===== config.mk =====
export PLATFORM = sky130hd
export DESIGN_NAME = pll_lock_detect
export DESIGN_NICKNAME = d
export VERILOG_FILES = /design/src/rtl/pld_pkg.sv /design/src/rtl/pld_edge_detect.sv /design/src/rtl/pld_phase_meas.sv /design/src/rtl/pld_lock_fsm.sv /design/src/rtl/pll_lock_detect.sv
export SDC_FILE = /design/constraint.sdc
export NUM_CORES = 1
export LEC_CHECK = 0
export ABC_AREA = 1
export CORE_AREA = 2 2 54 56
export CTS_CLUSTER_DIAMETER = 200
export CTS_CLUSTER_SIZE = 16
export DETAILED_ROUTE_END_ITERATION = 6
export DIE_AREA = 0 0 56 58
export PLACE_DENSITY_LB_ADDON = 0.1
export SKIP_CTS_REPAIR_TIMING = 1
export SLEW_MARGIN = 10
export SYNTH_ARGS = -nofsm -noshare
export SYNTH_HDL_FRONTEND = slang
export SYNTH_SLANG_ARGS = --single-unit

===== constraint.sdc =====
create_clock -name clk -period 1.7 [get_ports clk]
set_input_delay 0.34 -clock clk [delete_from_list [all_inputs] [get_ports clk]]
set_output_delay 0.34 -clock clk [all_outputs]
set_load 0.01 [all_outputs]

===== src/rtl/pld_pkg.sv =====
package pld_pkg;
   typedef enum logic {MS_IDLE, MS_WAIT} meas_state_e;

   typedef struct packed {
      logic valid;
      logic good;
      logic bad;
   } meas_res_t;

   function automatic int max4(input int a, input int b, input int c, input int d);
      int m;
      m = a;
      if (b > m) m = b;
      if (c > m) m = c;
      if (d > m) m = d;
      return m;
   endfunction
endpackage


===== src/rtl/pld_edge_detect.sv =====
module pld_edge_detect #(
   parameter int N = 2
) (
   input  logic         clk,
   input  logic         rst_n,
   input  logic [N-1:0] sig,
   output logic [N-1:0] rise
);
   logic [N-1:0] prev;

   for (genvar i = 0; i < N; i++) begin : g_ch
      always_ff @(posedge clk or negedge rst_n) begin
         if (!rst_n) prev[i] <= 1'b0;
         else        prev[i] <= sig[i];
      end
      assign rise[i] = sig[i] & ~prev[i];
   end
endmodule


===== src/rtl/pld_phase_meas.sv =====
module pld_phase_meas
   import pld_pkg::*;
#(
   parameter int TW = 8
) (
   input  logic          clk,
   input  logic          rst_n,
   input  logic          rise_ref,
   input  logic          rise_fb,
   input  logic [TW-1:0] lock_thr,
   input  logic [TW-1:0] unlock_thr,
   output meas_res_t     res,
   output logic [TW-1:0] wait_cnt
);
   meas_state_e state;
   logic        ref_lead;
   logic        other;

   assign other = ref_lead ? rise_fb : rise_ref;

   always_ff @(posedge clk or negedge rst_n) begin
      if (!rst_n) begin
         state    <= MS_IDLE;
         ref_lead <= 1'b0;
         wait_cnt <= '0;
         res      <= '0;
      end else begin
         res <= '0;
         case (state)
            MS_IDLE: begin
               wait_cnt <= '0;
               if (rise_ref && rise_fb) begin
                  res.valid <= 1'b1;
                  res.good  <= (lock_thr != '0);
               end else if (rise_ref || rise_fb) begin
                  state    <= MS_WAIT;
                  ref_lead <= rise_ref;
                  wait_cnt <= TW'(1);
               end
            end
            MS_WAIT: begin
               if (other) begin
                  res.valid <= 1'b1;
                  res.good  <= (wait_cnt < lock_thr);
                  res.bad   <= (wait_cnt > unlock_thr);
                  state     <= MS_IDLE;
                  wait_cnt  <= '0;
               end else if (wait_cnt >= unlock_thr) begin
                  res.valid <= 1'b1;
                  res.bad   <= 1'b1;
                  state     <= MS_IDLE;
                  wait_cnt  <= '0;
               end else begin
                  wait_cnt <= wait_cnt + TW'(1);
               end
            end
            default: state <= MS_IDLE;
         endcase
      end
   end
endmodule


===== src/rtl/pld_lock_fsm.sv =====
module pld_lock_fsm
   import pld_pkg::*;
#(
   parameter int RUN_W = 8,
   parameter int CNT0  = 5,
   parameter int CNT1  = 16,
   parameter int CNT2  = 64,
   parameter int CNT3  = 255
) (
   input  logic             clk,
   input  logic             rst_n,
   input  meas_res_t        res,
   input  logic [1:0]       cnt_sel,
   output logic             locked,
   output logic [RUN_W-1:0] run_cnt
);
   logic [RUN_W-1:0] last_idx;

   always_comb begin
      case (cnt_sel)
         2'd0:    last_idx = RUN_W'(CNT0 - 1);
         2'd1:    last_idx = RUN_W'(CNT1 - 1);
         2'd2:    last_idx = RUN_W'(CNT2 - 1);
         default: last_idx = RUN_W'(CNT3 - 1);
      endcase
   end

   always_ff @(posedge clk or negedge rst_n) begin
      if (!rst_n) begin
         locked  <= 1'b0;
         run_cnt <= '0;
      end else if (res.valid) begin
         if (locked) begin
            run_cnt <= '0;
            if (res.bad) locked <= 1'b0;
         end else if (res.good) begin
            if (run_cnt >= last_idx) begin
               locked  <= 1'b1;
               run_cnt <= '0;
            end else begin
               run_cnt <= run_cnt + RUN_W'(1);
            end
         end else begin
            run_cnt <= '0;
         end
      end
   end
endmodule


===== src/rtl/pll_lock_detect.sv =====
module pll_lock_detect
   import pld_pkg::*;
#(
   parameter int TW        = 8,
   parameter int LOCK_T0   = 3,
   parameter int UNLOCK_T0 = 7,
   parameter int LOCK_T1   = 6,
   parameter int UNLOCK_T1 = 14,
   parameter int CNT0      = 5,
   parameter int CNT1      = 16,
   parameter int CNT2      = 64,
   parameter int CNT3      = 255
) (
   input  logic       clk,
   input  logic       rst_n,
   input  logic       ref_in,
   input  logic       fb_in,
   input  logic       win_sel,
   input  logic [1:0] cnt_sel,
   output logic       locked
);
   localparam int RUN_MAX = max4(CNT0, CNT1, CNT2, CNT3);
   localparam int RUN_W   = $clog2(RUN_MAX + 1);

   if (LOCK_T0 < 1 || LOCK_T1 < 1) begin : g_chk_lock
      $error("lock thresholds must be at least 1");
   end
   if (UNLOCK_T0 <= LOCK_T0 || UNLOCK_T1 <= LOCK_T1) begin : g_chk_hyst
      $error("unlock threshold must exceed lock threshold");
   end
   if (UNLOCK_T0 >= (1 << TW) - 1 || UNLOCK_T1 >= (1 << TW) - 1) begin : g_chk_tw
      $error("TW too narrow for unlock thresholds");
   end
   if (CNT0 < 1 || CNT1 < 1 || CNT2 < 1 || CNT3 < 1) begin : g_chk_cnt
      $error("run lengths must be at least 1");
   end

   logic [1:0]       rise;
   logic [TW-1:0]    lock_thr, unlock_thr, wait_cnt;
   meas_res_t        res;
   logic [RUN_W-1:0] run_cnt;
   logic             meas_valid, meas_good, meas_bad;

   assign lock_thr   = win_sel ? TW'(LOCK_T1)   : TW'(LOCK_T0);
   assign unlock_thr = win_sel ? TW'(UNLOCK_T1) : TW'(UNLOCK_T0);
   assign meas_valid = res.valid;
   assign meas_good  = res.good;
   assign meas_bad   = res.bad;

   pld_edge_detect #(.N(2)) u_edge (
      .clk(clk), .rst_n(rst_n), .sig({fb_in, ref_in}), .rise(rise)
   );

   pld_phase_meas #(.TW(TW)) u_meas (
      .clk(clk), .rst_n(rst_n), .rise_ref(rise[0]), .rise_fb(rise[1]),
      .lock_thr(lock_thr), .unlock_thr(unlock_thr), .res(res), .wait_cnt(wait_cnt)
   );

   pld_lock_fsm #(
      .RUN_W(RUN_W), .CNT0(CNT0), .CNT1(CNT1), .CNT2(CNT2), .CNT3(CNT3)
   ) u_lock (
      .clk(clk), .rst_n(rst_n), .res(res), .cnt_sel(cnt_sel),
      .locked(locked), .run_cnt(run_cnt)
   );
endmodule


; Word level (Yosys, flattened, before mapping)
; Index checks and enable logic that the tools add are counted.
[classes]
n_lt_le_gt_ge = 4
n_div = 0
reduce_logical = 5
n_shift = 0
n_addsub = 2
n_eq_ne = 2
mux = 28
multipliers = 0
bitwise = 6
[ops]
columns = operator, n
row1 = $mux 8, 6
row2 = $pmux 8 s3, 1
row3 = $add 8x1->8 const B, 2
row4 = $pmux 8 s2, 1
row5 = $mux 1, 15
row6 = $ge 8x4->1, 1
row7 = $ge 8x8->1, 1
row8 = $gt 8x4->1, 1
row9 = $lt 8x3->1, 1
row10 = $reduce_bool 8->1, 1
row11 = $mux 4, 1
row12 = $not 1->1, 4
row13 = $pmux 2 s2, 1
row14 = $mux 3, 1
row15 = $reduce_and 3->1, 1
row16 = $and 1x1->1, 2
row17 = $eq 2x1->1 const B, 1
row18 = $eq 2x2->1 const B, 1
row19 = $logic_not 2->1, 1
row20 = $mux 2, 1
row21 = $pmux 1 s2, 1
row22 = $logic_and 1x1->1, 1
row23 = $logic_or 1x1->1, 1
[totals]
ff_bits = 24
in_bits = 7
mem_bits_ro = 0
n_memories = 0
latch_bits = 0
wordCells = 57
ramBits = 0
out_inout_bits = 1

; Longest topological paths before layout
[depth]
ltp_word = 6
depth_mapped = 12
ltp_nobuf = 12

; Hierarchy
; A second synthesis with hierarchy kept.
[hier_totals]
hier_cells = 254
area_unflattened_um2 = 1930.6
[by_module_without_submodules]
columns = mod, area_per_inst_um2, seq_area_each_um2, n_inst, cells_each
row1 = pld_phase_meas, 1073.5, 325.3, 1, 136
row2 = pld_lock_fsm, 775.7, 225.2, 1, 109
row3 = pld_edge_detect, 70.1, 50.0, 1, 6
row4 = pll_lock_detect, 11.3, 0.0, 1, 3

; Least setup slack after synthesis
; No wires, ideal clock.
[synth_path]
path_type = input to register
from = in cnt_sel[1]
to = reg u_lock.run_cnt[5]
setup_time_ns = 0.118
stages = 12
path_buffers = 0
t_arrival_ns = 1.410
setup_slack_ns = 0.173
cell_sequence = inv_1 ha_1 ha_1 inv_1 nand2_1 nand2_1 nand2_1 nand2_1 nand2_1 nand2_2 nand3_1 nand2_1
[synth_between]
elab_chain_len = 6
[synth_lines]
columns = item, line_no
row1 = from (decl), pll_lock_detect.sv:19  ; input logic [1:0] cnt_sel,
row2 = $eq 2x2->1 (tied with other cells), pld_lock_fsm.sv:20  ; case (cnt_sel)
row3 = $pmux 8 s3 *, pld_lock_fsm.sv:20
row4 = $ge 8x8->1 *, pld_lock_fsm.sv:37  ; if (run_cnt >= last_idx) begin
row5 = $mux 8 *, pld_lock_fsm.sv:37
row6 = $mux 8 *, pld_lock_fsm.sv:36  ; end else if (res.good) begin
row7 = $mux 8 *, pld_lock_fsm.sv:33  ; if (locked) begin
row8 = to (signal assigned), pld_lock_fsm.sv:41  ; run_cnt <= run_cnt + RUN_W'(1);
row9 = to (decl), pld_lock_fsm.sv:15  ; output logic [RUN_W-1:0] run_cnt
; Mark *: on every way between the ends. The rest lies on a longest branch, timed or not.
; A chain may end at the register's enable or synchronous reset.

; Worst setup path after layout
[layout_path]
from = reg u_lock.locked
to = out locked
[layout_lines]
columns = item, line_no
row1 = from (decl), pld_lock_fsm.sv:14  ; output logic locked,
row2 = from (signal assigned), pld_lock_fsm.sv:30  ; locked <= 1'b0;
row3 = from (signal assigned), pld_lock_fsm.sv:35  ; if (res.bad) locked <= 1'b0;
row4 = from (signal assigned), pld_lock_fsm.sv:38  ; locked <= 1'b1;
row5 = to (decl), pll_lock_detect.sv:20  ; output logic locked
; No word-level cell between the ends.

==> flow_summary.ini <==
[sta]
fin_crit_sh_pct = 94.2
finalSetupViolCount = 0
drv_slew = 0
fmax_ghz = 0.625
holdWs_ns = 0.382
hold_viol_final = 0
min_period_ns = 1.60
worst_slack_ns = 0.0987
skew_ns = 0.00691
rsz0062_at_grt = no

[worst_setup_path]
critPathMaxStageDelay_ns = 0.55
crit_chain = clkdlybuf4s50_1
cp_data_required_time_ns = 1.36
cp_num_buf_inv = 1
path_class = reg2out
rrSetupSlack_ns = 0.23
r2r_end = u_lock.run_cnt[3]
timing.rr.start = u_lock.run_cnt[5]
cp.arrival_ns = 1.26
slowest_stage = clkdlybuf4s50_1
crit_family = buffers and inverters
startpoint = u_lock.locked
critical_path.startpoint_type = flop
cp.depth = 1
critPathMaxFanout = 3
critPathCaptureType = output port
cp-endpoint = locked
r2r_cells = 7

[synth]
yosys_warnings = 0
synth_flop_cell = dfrtp_1
ys_types = 22
ys_seq_area_share_pct = 40.6
netlist_instances = 195
synth_most_common_cell = nand2_1
yosysTopAreaCellShare_pct = 40.6
ys_top_cells_by_area = dfrtp_1, ha_1, nand2_1
synthArstFlopShare_pct = 100
synth-edff-count = 0
synth_top_area_cell = dfrtp_1
syn_area_per_cell_um2 = 7.59
synth.cell_area_mm2 = 0.00148
synth-seq-cells = 24
netlist_top_cells_count = nand2_1, inv_1, dfrtp_1, nor2_1, nand3_1

[clock_network]
cts.sinks = 24
cts_tree = done
clk_latency_ns = 0.30
ctsLongestPathBuffers = 2
clk_pin_slew_ns = 0.12
cts_max_level = 1
clockRootBuffer = clkbuf_4
cts_buffers = 3

[pwr]
leakage_nw = 0.939
p_int_mw = 0.791
power_switching_mw = 0.316
fin_total_pwr_mw = 1.11
p_clk_share_pct = 20.8
seqPwrFrac_pct = 58.5
swShare_pct = 28.6
peakVddDrop_uv = 710
combPwrFrac_pct = 20.7
power_density_mw_per_mm2 = 642

[status]
status = finished clean

[final_layout]
drive_gt1_share_pct = 12.7
instances_no_fill = 243
nets = 237
insertedDiodeCount = 0
postLayoutCoreUtil_pct = 64.7
area_delta_synth_final_pct = 16.4

[floorplan]
fp.dieArea_mm2 = 0.00325
initial_core_util_pct = 55.6
die_y_um = 58
num_rows = 19
io_pins = 8
die_width_um = 56
fp.coreArea_mm2 = 0.00266

[placed_design]
place_congestion = 0.849
hpwl_mm = 2.12
port_buffers = 7
dp_cells = 240
dp_slack_ns = -0.433

[grt]
grt_max_degree = 25
grt_overflow = 0
grt_use_total_pct = 18.4
antenna_found_initial = 0
grt_pass1_wl_mm = 4.74
grt_pass1_vias = 1179

[detailed_routing]
wl_per_cell_um = 11.3
drc = 0
routed_wl_mm = 2.74
dr.first_iter.drc_count = 31
antenna_left = 0
viasPerCell = 5.04
dr.pass1.iters = 4
vias = 1224

[job]
drv_cap = 0

[min_path]
hold_path.class = in2async
-- layout make-up --
class	instances	area (um2)
fillers	230	940
multi-input cells	139	808
flip-flops and latches	24	601
inverters	34	128
repair buffers	12	125
well taps	31	38.8
clock buffers	3	22.5
-- cells in the final DEF, fill, tap and decap left out, drive strengths merged --
cell type       n
nor3            2
buf             5
a31oi           1
conb            3
nand2          54
a21oi           5
clkdlybuf4s50   5
a211oi          1
nand3          18
dfrtp          24
dlymetal6s2s    2
o21ai           2
inv            34
o21bai          1
nor2           28
nand4           3
xor2            3
a21o            1
o22ai           1
ha             16
clkbuf          3
-- sequential cells by signal, summed over array words and instances (netlist names) --
register,cells
u_meas.wait_cnt,8
u_lock.run_cnt,8
u_edge.prev,2
u_meas.res,3
u_meas.ref_lead,1
u_meas.state,1
u_lock.locked,1
-- per-stage QoR --
stage          area, um2  TNS, ns
2_1_floorplan       1490        0
3_3_place_gp        1650    -3.86
3_5_place_dp        1650    -4.49
4_1_cts             1670   -0.722
5_1_grt             1720        0
6_report            1720        0
-- how the worst min path moves through the flow --
stage                               to  slack, ns
floorplan               u_edge.prev[0]       0.04
global placement         u_lock.locked       0.49
detailed placement       u_lock.locked       0.51
CTS                  u_lock.run_cnt[4]       0.39
global route        u_meas.wait_cnt[6]       0.41
finish               u_lock.run_cnt[4]       0.38
-- cell families (layout without fill, tap and decap cells) --
family	Yosys count	count (layout)	share of synthesized area (%)
adders and majority gates	16	16	13.5
other	1	3	0.253
and+or+nand+nor	105	105	30.5
buffers and inverters	34	49	8.62
xor gates and xnor gates	3	3	1.78
AOI/OAI and AO/OA	12	12	4.73
DFF	24	24	40.6
-- routing by layer --
layer | wire length [um] | track usage [%] | part of all wire (%)
met4 | 36 | 7.82 | 1.3
met3 | 38 | 1.56 | 1.4
met1 | 1130 | 20.1 | 41
met2 | 1530 | 36.1 | 56
met5 | 0 | 0 | 0
-- power groups by stage --
stage	sequential [mW]	combinational (mW)	clock [mW]
6_report	0.648	0.229	0.230
5_1_grt	0.656	0.268	0.266
4_1_cts	0.647	0.208	0.240
3_5_place_dp	0.659	0.207	0
3_3_place_gp	0.658	0.196	0
2_1_floorplan	0.651	0.136	0
No activity file was read; power rests on OpenSTA's default activity.
